<file path="config.mk">
export PLATFORM = sky130hd
export DESIGN_NAME = lpc_rd_target
export DESIGN_NICKNAME = d
export VERILOG_FILES = /design/src/rtl/lpc_rd_pkg.sv /design/src/rtl/lpc_rd_addr_cap.sv /design/src/rtl/lpc_rd_fsm.sv /design/src/rtl/lpc_rd_drive.sv /design/src/rtl/lpc_rd_target.sv
export SDC_FILE = /design/constraint.sdc
export NUM_CORES = 1
export LEC_CHECK = 0
export BUFFER_PORTS_ARGS = -buffer_cell sky130_fd_sc_hd__clkbuf_2
export CORE_ASPECT_RATIO = 0.6
export CORE_MARGIN = 10
export CORE_UTILIZATION = 45
export CTS_BUF_LIST = sky130_fd_sc_hd__clkbuf_8
export CTS_CLUSTER_DIAMETER = 80
export DETAILED_ROUTE_END_ITERATION = 8
export GPL_ROUTABILITY_DRIVEN = 1
export PLACE_DENSITY = 0.79
export SETUP_SLACK_MARGIN = 0.2
export SKIP_LAST_GASP = 1
export SLEW_MARGIN = 20
export SYNTH_ARGS = -nofsm -noshare
export SYNTH_HDL_FRONTEND = slang
export SYNTH_SLANG_ARGS = --single-unit
</file>
<file path="constraint.sdc">
create_clock -name clk -period 2.2 [get_ports clk]
set_input_delay 0.11 -clock clk [delete_from_list [all_inputs] [get_ports clk]]
set_output_delay 0.11 -clock clk [all_outputs]
set_load 0.01 [all_outputs]
</file>
<file path="src/rtl/lpc_rd_pkg.sv">
package lpc_rd_pkg;

   typedef enum logic [3:0] {
      ST_IDLE,
      ST_CTYPE,
      ST_ADDR,
      ST_HTA0,
      ST_HTA1,
      ST_SYNC,
      ST_DLO,
      ST_DHI,
      ST_REL
   } lpc_st_e;

   localparam logic [3:0] NIB_START = 4'b0000;
   localparam logic [3:0] NIB_READY = 4'b0000;
   localparam logic [3:0] NIB_ONES  = 4'b1111;

   // memory cycle: bits 3:2 = 01, read: bit 1 = 0, bit 0 don't-care
   function automatic logic is_mem_read(input logic [3:0] t);
      return (t[3:1] == 3'b010);
   endfunction

endpackage

</file>
<file path="src/rtl/lpc_rd_addr_cap.sv">
module lpc_rd_addr_cap #(
   parameter int ADDR_W   = 32,
   parameter bit SHIFT_IN = 1'b1,
   localparam int NIBS    = ADDR_W / 4,
   localparam int IDX_W   = $clog2(NIBS)
) (
   input  logic              clk,
   input  logic              rst_n,
   input  logic              load,
   input  logic [IDX_W-1:0]  idx,
   input  logic [3:0]        nib,
   output logic [ADDR_W-1:0] addr
);

   logic [ADDR_W-1:0] addr_q;

   generate
      if (SHIFT_IN) begin : g_shift
         logic unused_idx;
         assign unused_idx = ^idx;
         always_ff @(posedge clk or negedge rst_n) begin
            if (!rst_n)    addr_q <= '0;
            else if (load) addr_q <= {addr_q[ADDR_W-5:0], nib};
         end
      end else begin : g_index
         always_ff @(posedge clk or negedge rst_n) begin
            if (!rst_n) begin
               addr_q <= '0;
            end else if (load) begin
               for (int k = 0; k < NIBS; k++) begin
                  if (idx == IDX_W'(k)) addr_q[(NIBS-1-k)*4 +: 4] <= nib;
               end
            end
         end
      end
   endgenerate

   assign addr = addr_q;

endmodule

</file>
<file path="src/rtl/lpc_rd_fsm.sv">
module lpc_rd_fsm
   import lpc_rd_pkg::*;
#(
   parameter int NIBS   = 8,
   localparam int IDX_W = $clog2(NIBS)
) (
   input  logic             clk,
   input  logic             rst_n,
   input  logic             frm_n,
   input  logic [3:0]       nib_in,
   output lpc_st_e          st,
   output logic [IDX_W-1:0] idx,
   output logic             load
);

   localparam logic [IDX_W-1:0] LAST = IDX_W'(NIBS - 1);

   lpc_st_e st_q, st_d;

   always_comb begin
      st_d = st_q;
      unique case (st_q)
         ST_IDLE:  st_d = ST_IDLE;
         ST_CTYPE: st_d = is_mem_read(nib_in) ? ST_ADDR : ST_IDLE;
         ST_ADDR:  st_d = (idx == LAST) ? ST_HTA0 : ST_ADDR;
         ST_HTA0:  st_d = ST_HTA1;
         ST_HTA1:  st_d = ST_SYNC;
         ST_SYNC:  st_d = ST_DLO;
         ST_DLO:   st_d = ST_DHI;
         ST_DHI:   st_d = ST_REL;
         ST_REL:   st_d = ST_IDLE;
         default:  st_d = ST_IDLE;
      endcase
      // a framed nibble always overrides: start restarts, anything else idles
      if (!frm_n) st_d = (nib_in == NIB_START) ? ST_CTYPE : ST_IDLE;
   end

   always_ff @(posedge clk or negedge rst_n) begin
      if (!rst_n) begin
         st_q <= ST_IDLE;
         idx  <= '0;
      end else begin
         st_q <= st_d;
         idx  <= (st_q == ST_ADDR) ? idx + 1'b1 : '0;
      end
   end

   assign st   = st_q;
   assign load = (st_q == ST_ADDR) && frm_n;

endmodule

</file>
<file path="src/rtl/lpc_rd_drive.sv">
module lpc_rd_drive
   import lpc_rd_pkg::*;
(
   input  lpc_st_e    st,
   input  logic [7:0] data,
   output logic [3:0] out,
   output logic       oe
);

   always_comb begin
      oe  = 1'b1;
      out = NIB_ONES;
      unique case (st)
         ST_SYNC: out = NIB_READY;
         ST_DLO:  out = data[3:0];
         ST_DHI:  out = data[7:4];
         ST_REL:  out = NIB_ONES;
         default: oe  = 1'b0;
      endcase
   end

endmodule

</file>
<file path="src/rtl/lpc_rd_target.sv">
module lpc_rd_target
   import lpc_rd_pkg::*;
#(
   parameter int ADDR_W   = 32,
   parameter bit SHIFT_IN = 1'b1
) (
   input  logic              clk,
   input  logic              rst_n,
   input  logic              frm_n,
   input  logic [3:0]        nib_in,
   output logic [3:0]        nib_out,
   output logic              nib_oe,
   output logic              mem_rd,
   output logic [ADDR_W-1:0] mem_addr,
   input  logic [7:0]        mem_data
);

   localparam int NIBS  = ADDR_W / 4;
   localparam int IDX_W = $clog2(NIBS);

   generate
      if ((ADDR_W % 4) != 0 || ADDR_W < 8) begin : g_bad_addr_w
         $error("ADDR_W must be a multiple of 4 and at least 8");
      end
   endgenerate

   lpc_st_e          st;
   logic [IDX_W-1:0] idx;
   logic             load;
   logic [7:0]       data_q;

   lpc_rd_fsm #(.NIBS(NIBS)) u_fsm (
      .clk    (clk),
      .rst_n  (rst_n),
      .frm_n  (frm_n),
      .nib_in (nib_in),
      .st     (st),
      .idx    (idx),
      .load   (load)
   );

   lpc_rd_addr_cap #(.ADDR_W(ADDR_W), .SHIFT_IN(SHIFT_IN)) u_addr (
      .clk   (clk),
      .rst_n (rst_n),
      .load  (load),
      .idx   (idx),
      .nib   (nib_in),
      .addr  (mem_addr)
   );

   // byte arrives the clock after the read strobe, i.e. in second turnaround
   always_ff @(posedge clk or negedge rst_n) begin
      if (!rst_n)              data_q <= '0;
      else if (st == ST_HTA1)  data_q <= mem_data;
   end

   assign mem_rd = (st == ST_HTA0);

   lpc_rd_drive u_drv (
      .st   (st),
      .data (data_q),
      .out  (nib_out),
      .oe   (nib_oe)
   );

endmodule

</file>
# Word level (Yosys, flattened, before mapping)
# Index checks and enable logic that the tools add are counted.
# op_classes
add_sub_neg,1
mux,8
eq_ne,10
n_reduce_logical,3
# ops
operator,count
$pmux W4 S7,1
$eq A4 B3 Y1 const B,4
$pmux W4 S3,1
$eq A4 B2 Y1 const B,2
$eq A4 B1 Y1 const B,1
$eq A4 B4 Y1 const B,1
$logic_not A4 Y1,1
$mux W4,1
$reduce_or A4 Y1,1
$add A3 B1 Y3 const B,1
$eq A3 B2 Y1 const B,1
$eq A3 B3 Y1 const B,1
$mux W1,3
$mux W3,1
$mux W2,1
$logic_and A1 B1 Y1,1
# word_totals
output_inout_bits,38
ff_bits,47
word_cells,26
input_bits,15

# Logic depth before layout (Yosys ltp)
# depth
word_depth,4
mapped_depth,6

# By module
# From an unflattened synthesis, not the netlist that was laid out.
# unflattened
cells_unflattened,133
hier_area_um2,2162.1
# modules_own_cells
module,instances,area_each_um2,cells_each,seq_area_each_um2
lpc_rd_addr_cap,1,1345.0,68,800.8
lpc_rd_fsm,1,351.6,29,175.2
lpc_rd_target,1,322.8,19,200.2
lpc_rd_drive,1,142.6,17,0.0

# Least setup slack after synthesis
# No wires, ideal clock.
# synth_path
path_type,reg-to-reg
startpoint,register u_fsm.st_q[0] (netlist: u_fsm.st[0])
endpoint,register u_addr.addr_q[0] (netlist: u_addr.addr[0])
path_stages_with_launch,7
required_ps,2075
t_arrival_ps,1503
slack_ps,573
path_cell_list,dfrtp_1 > buf_6 > nand2b_4 > buf_6 > nor3_4 > buf_6 > mux2_2
# synth_via
elab_chain_len,2
# synth_rtl
item,line,rtl
from (decl),lpc_rd_fsm.sv:18,"lpc_st_e st_q, st_d;"
from (signal assigned),lpc_rd_fsm.sv:43,st_q <= st_d;
$eq A4 B2 Y1,lpc_rd_fsm.sv:49,assign load = (st_q == ST_ADDR) && frm_n;
$logic_and A1 B1 Y1,lpc_rd_fsm.sv:49,
to (signal assigned),lpc_rd_addr_cap.sv:23,"else if (load) addr_q <= {addr_q[ADDR_W-5:0], nib};"
to (decl),lpc_rd_addr_cap.sv:15,logic [ADDR_W-1:0] addr_q;
# No other way between the ends.
# A chain may end at the register's enable or synchronous reset.

# Final worst setup path
# layout_path
startpoint,register u_fsm.st_q[0] (netlist: u_fsm.st[0])
endpoint,register u_addr.addr_q[10] (netlist: u_addr.addr[10])
# The elaborated chain is that of the path after synthesis.

==> summary.md <==
| Metric | Value |
|---|---|
| FF+latch count, synth | 47 |
| Fin crit period | 1.65 ns |
| Yosys top cell by area | dfrtp_1 |
| Final setup fails | 0 |
| Vias per inst | between 4 and 5 |
| Yosys warnings | 0 |
| TritonCTS clock tree | yes |
| Final setup TNS | 0 ns |
| Post-synthesis area per instance | 14.6 sq um |
| Cell Area, Synth | between 1500 and 2000 sq um |
| H-tree lvl count | 2 |
| Vias | between 1k and 1.5k |
| Pwr dens | about 650 nW/um^2 |
| TritonCTS Buffers | 5 |
| Final ANT Viol Nets | 0 |
| Port Buffers | 52 |
| Number of max-cap violations | 0 |
| Worst vdd ir | ~0.00032 V |
| Max-Slew Margin vs Limit | between 60% and 70% |
| Pin slew with the least headroom to its limit | about 0.56 ns |
| Final hold violations | 0 |
| Die Y | roughly 70 um |
| Top cells by area, synth | dfrtp_1, mux2_2, buf_6 |
| Syn nets | about 150 |
| First-pass GRT wire length | 6150 um |
| Max-slew violations | 0 |
| Final Skew | 0.00370 ns |
| Maximum clock rate | 0.607 GHz |
| CTS Buffer Depth | 2 |
| Post-DP HPWL | between 2000 and 3000 um |
| Element type at the critical path end | register |
| Seq/Total Area, Yosys | around 60% |
| CTS root buf | clkbuf_8 |
| FP Rows | 18 |
| Die footprint | 7470 sq um |
| Starting Density | a little under half |
| DRT Pass-1 Iters | 4 |
| Largest net degree at the start of global routing | 48 |
| RSZ-0062 raised after global routing | false |
| Startpoint Class | register |
| Share of layout cells above drive strength 1 | 54.2% |
| # IOs | 53 |
| Ant diodes | 0 |
| Initial antenna violation count | 0 |
| Power consumption | 0.00153 W |
| Total grt overflow | 0 |
| LEAKAGE | approximately 1.2 nW |
| Area grow syn2layout | 21.0% |
| Residual DRC | 0 |
| Global Route Usage Sum | roughly a tenth |
| Status | completed |
| CP arrival | around 1.8 ns |
| Peak fanout along the critical path | 32 |
| Layout Nets | slightly above 200 |
| Wirelength, routed | about 3700 um |
| DR WL/cell | approximately 15 um |
| DR iter-0 viols | 46 |
| Final RePlAce weighted congestion | 0.865 |
| Synth unique cells | 26 |
| WP data required | between 2 and 2.5 ns |
| Vias in the first global route | 1231 |
| Clk_lat worst skew | 0.29 ns |
| CTS Sinks | 47 |
| Postcts setup bufs | 0 |
| Clock transition at path regs | approximately 0.07 ns |
| Top-area cell type share of the netlist area | between 60 and 70% |
| Post-synthesis cell count | ~130 |
| Core area | a little over 4000 sq um |
| Hold WC Path Type | in2reg |
| Setup CP Type | reg2reg |
| Period utilization | roughly three quarters |
| Die X | 105 um |
==> logic make-up after synthesis <==
group                      share of synthesized area (%)
and+or+nand+nor                                     7.29
muxes                                               23.0
AOI/OAI and AO/OA                                   4.03
buffers and inverters                               3.77
DFF                                                 60.1
xor gates and xnor gates                           0.448
adders and majority gates                           1.28
==> worst max-delay path, cell delays in order, from the launching register on <==
cell,delay (ns)
dfrtp_1,0.48
nand2b_4,0.24
nor3_4,0.22
buf_12,0.23
mux2_2,0.36
==> cells in the mapped netlist <==
cell      count
buf_2         2
clkbuf_1      1
nor2b_1       1
or4_1         1
xnor2_1       1
nand2b_1      2
nand2_1       1
nor4_1        1
nor3b_1       1
o32ai_1       1
nor2_1        7
nor3_1        2
nor3_2        1
dfrtp_1      47
mux2_1        2
mux2_2       38
a21oi_1       2
nor3_4        1
o21ai_0       6
a21boi_0      4
nand2b_4      1
inv_1         1
nor4b_1       2
nand3_1       1
buf_6         5
ha_1          2
==> flip-flops by register name (all words and copies together), names as in the netlist <==
signal / flops
u_addr.addr: 32
u_fsm.idx: 3
data_q: 8
u_fsm.st: 4
==> final timing paths <==
path | from | end | slack (ns) | cells past startpoint
setup / recovery | u_fsm.st[0] | u_addr.addr[10] | 0.55 | 4
hold reg to reg | u_fsm.idx[0] | u_fsm.idx[0] | 0.45 | 1
hold / removal | mem_data[3] | data_q[3] | 0.05 | 2
setup reg to reg | u_fsm.st[0] | u_addr.addr[10] | 0.55 | 4
min in group asynchronous | rst_n | data_q[3] | 0.44 | 3
max in group asynchronous | rst_n | u_addr.addr[8] | 1.38 | 3
==> timing repair <==
action / 4_1_cts / 5_1_grt
setup endpoints to repair: 0 / 0
endpoints found under the hold margin: 47 / 0
gates resized for setup: 0 / 0
hold buffers: 1 / 0
==> stage by stage <==
| step | hold WS (ns) | std cells | utilization [%] | area, sq um | setup slack [ns] |
|---|---|---|---|---|---|
| floorplan | -0.186 | 134 | - | 1960 | 0.573 |
| global placement | 0.231 | 241 | 54.4 | 2260 | 0.598 |
| detailed placement | 0.228 | 241 | 54.4 | 2260 | 0.563 |
| CTS | 0.0460 | 250 | 57.1 | 2370 | 0.554 |
| global route | 0.0490 | 250 | 57.1 | 2370 | 0.475 |
| finish | 0.0549 | 250 | 57.1 | 2370 | 0.553 |
==> where the power goes <==
group	total (W)	switching (W)	internal, W
Combinational	0.0000840	0.0000429	0.0000410
Sequential	0.000910	0.0000201	0.000890
Clock	0.000535	0.000253	0.000282
==> metal layers <==
layer  track usage [%]  vias up  share of wire [%]
li1                  -      583                  -
met1              11.9      597                 44
met2              16.3       22                 49
met3              4.07        2                6.4
met4              3.64        0               0.78
met5                 0        -                  0
==> final cells by class <==
| type | count | area, sq um |
|---|---|---|
| Clock buffer | 7 | 96.3 |
| Clock inverter | 1 | 3.75 |
| Fill cell | 365 | 1780 |
| Inverter | 1 | 3.75 |
| Multi-Input combinational cell | 78 | 706 |
| Sequential cell | 47 | 1180 |
| Tap cell | 60 | 75.1 |
| Timing Repair Buffer | 56 | 305 |
==> cell usage in the layout, fill, tap and decap left out, types with 2 or more instances in the layout <==
master    instances
nor4b_1           2
nor2_1            7
a21oi_1           2
ha_1              2
clkbuf_2         52
mux2_1            2
clkbuf_8          7
nand2b_1          2
dfrtp_1          47
buf_4             2
a21boi_0          4
o21ai_0           6
nor3_1            2
inv_1             2
mux2_2           38
Note: power is estimated with default switching activity, not from simulation.
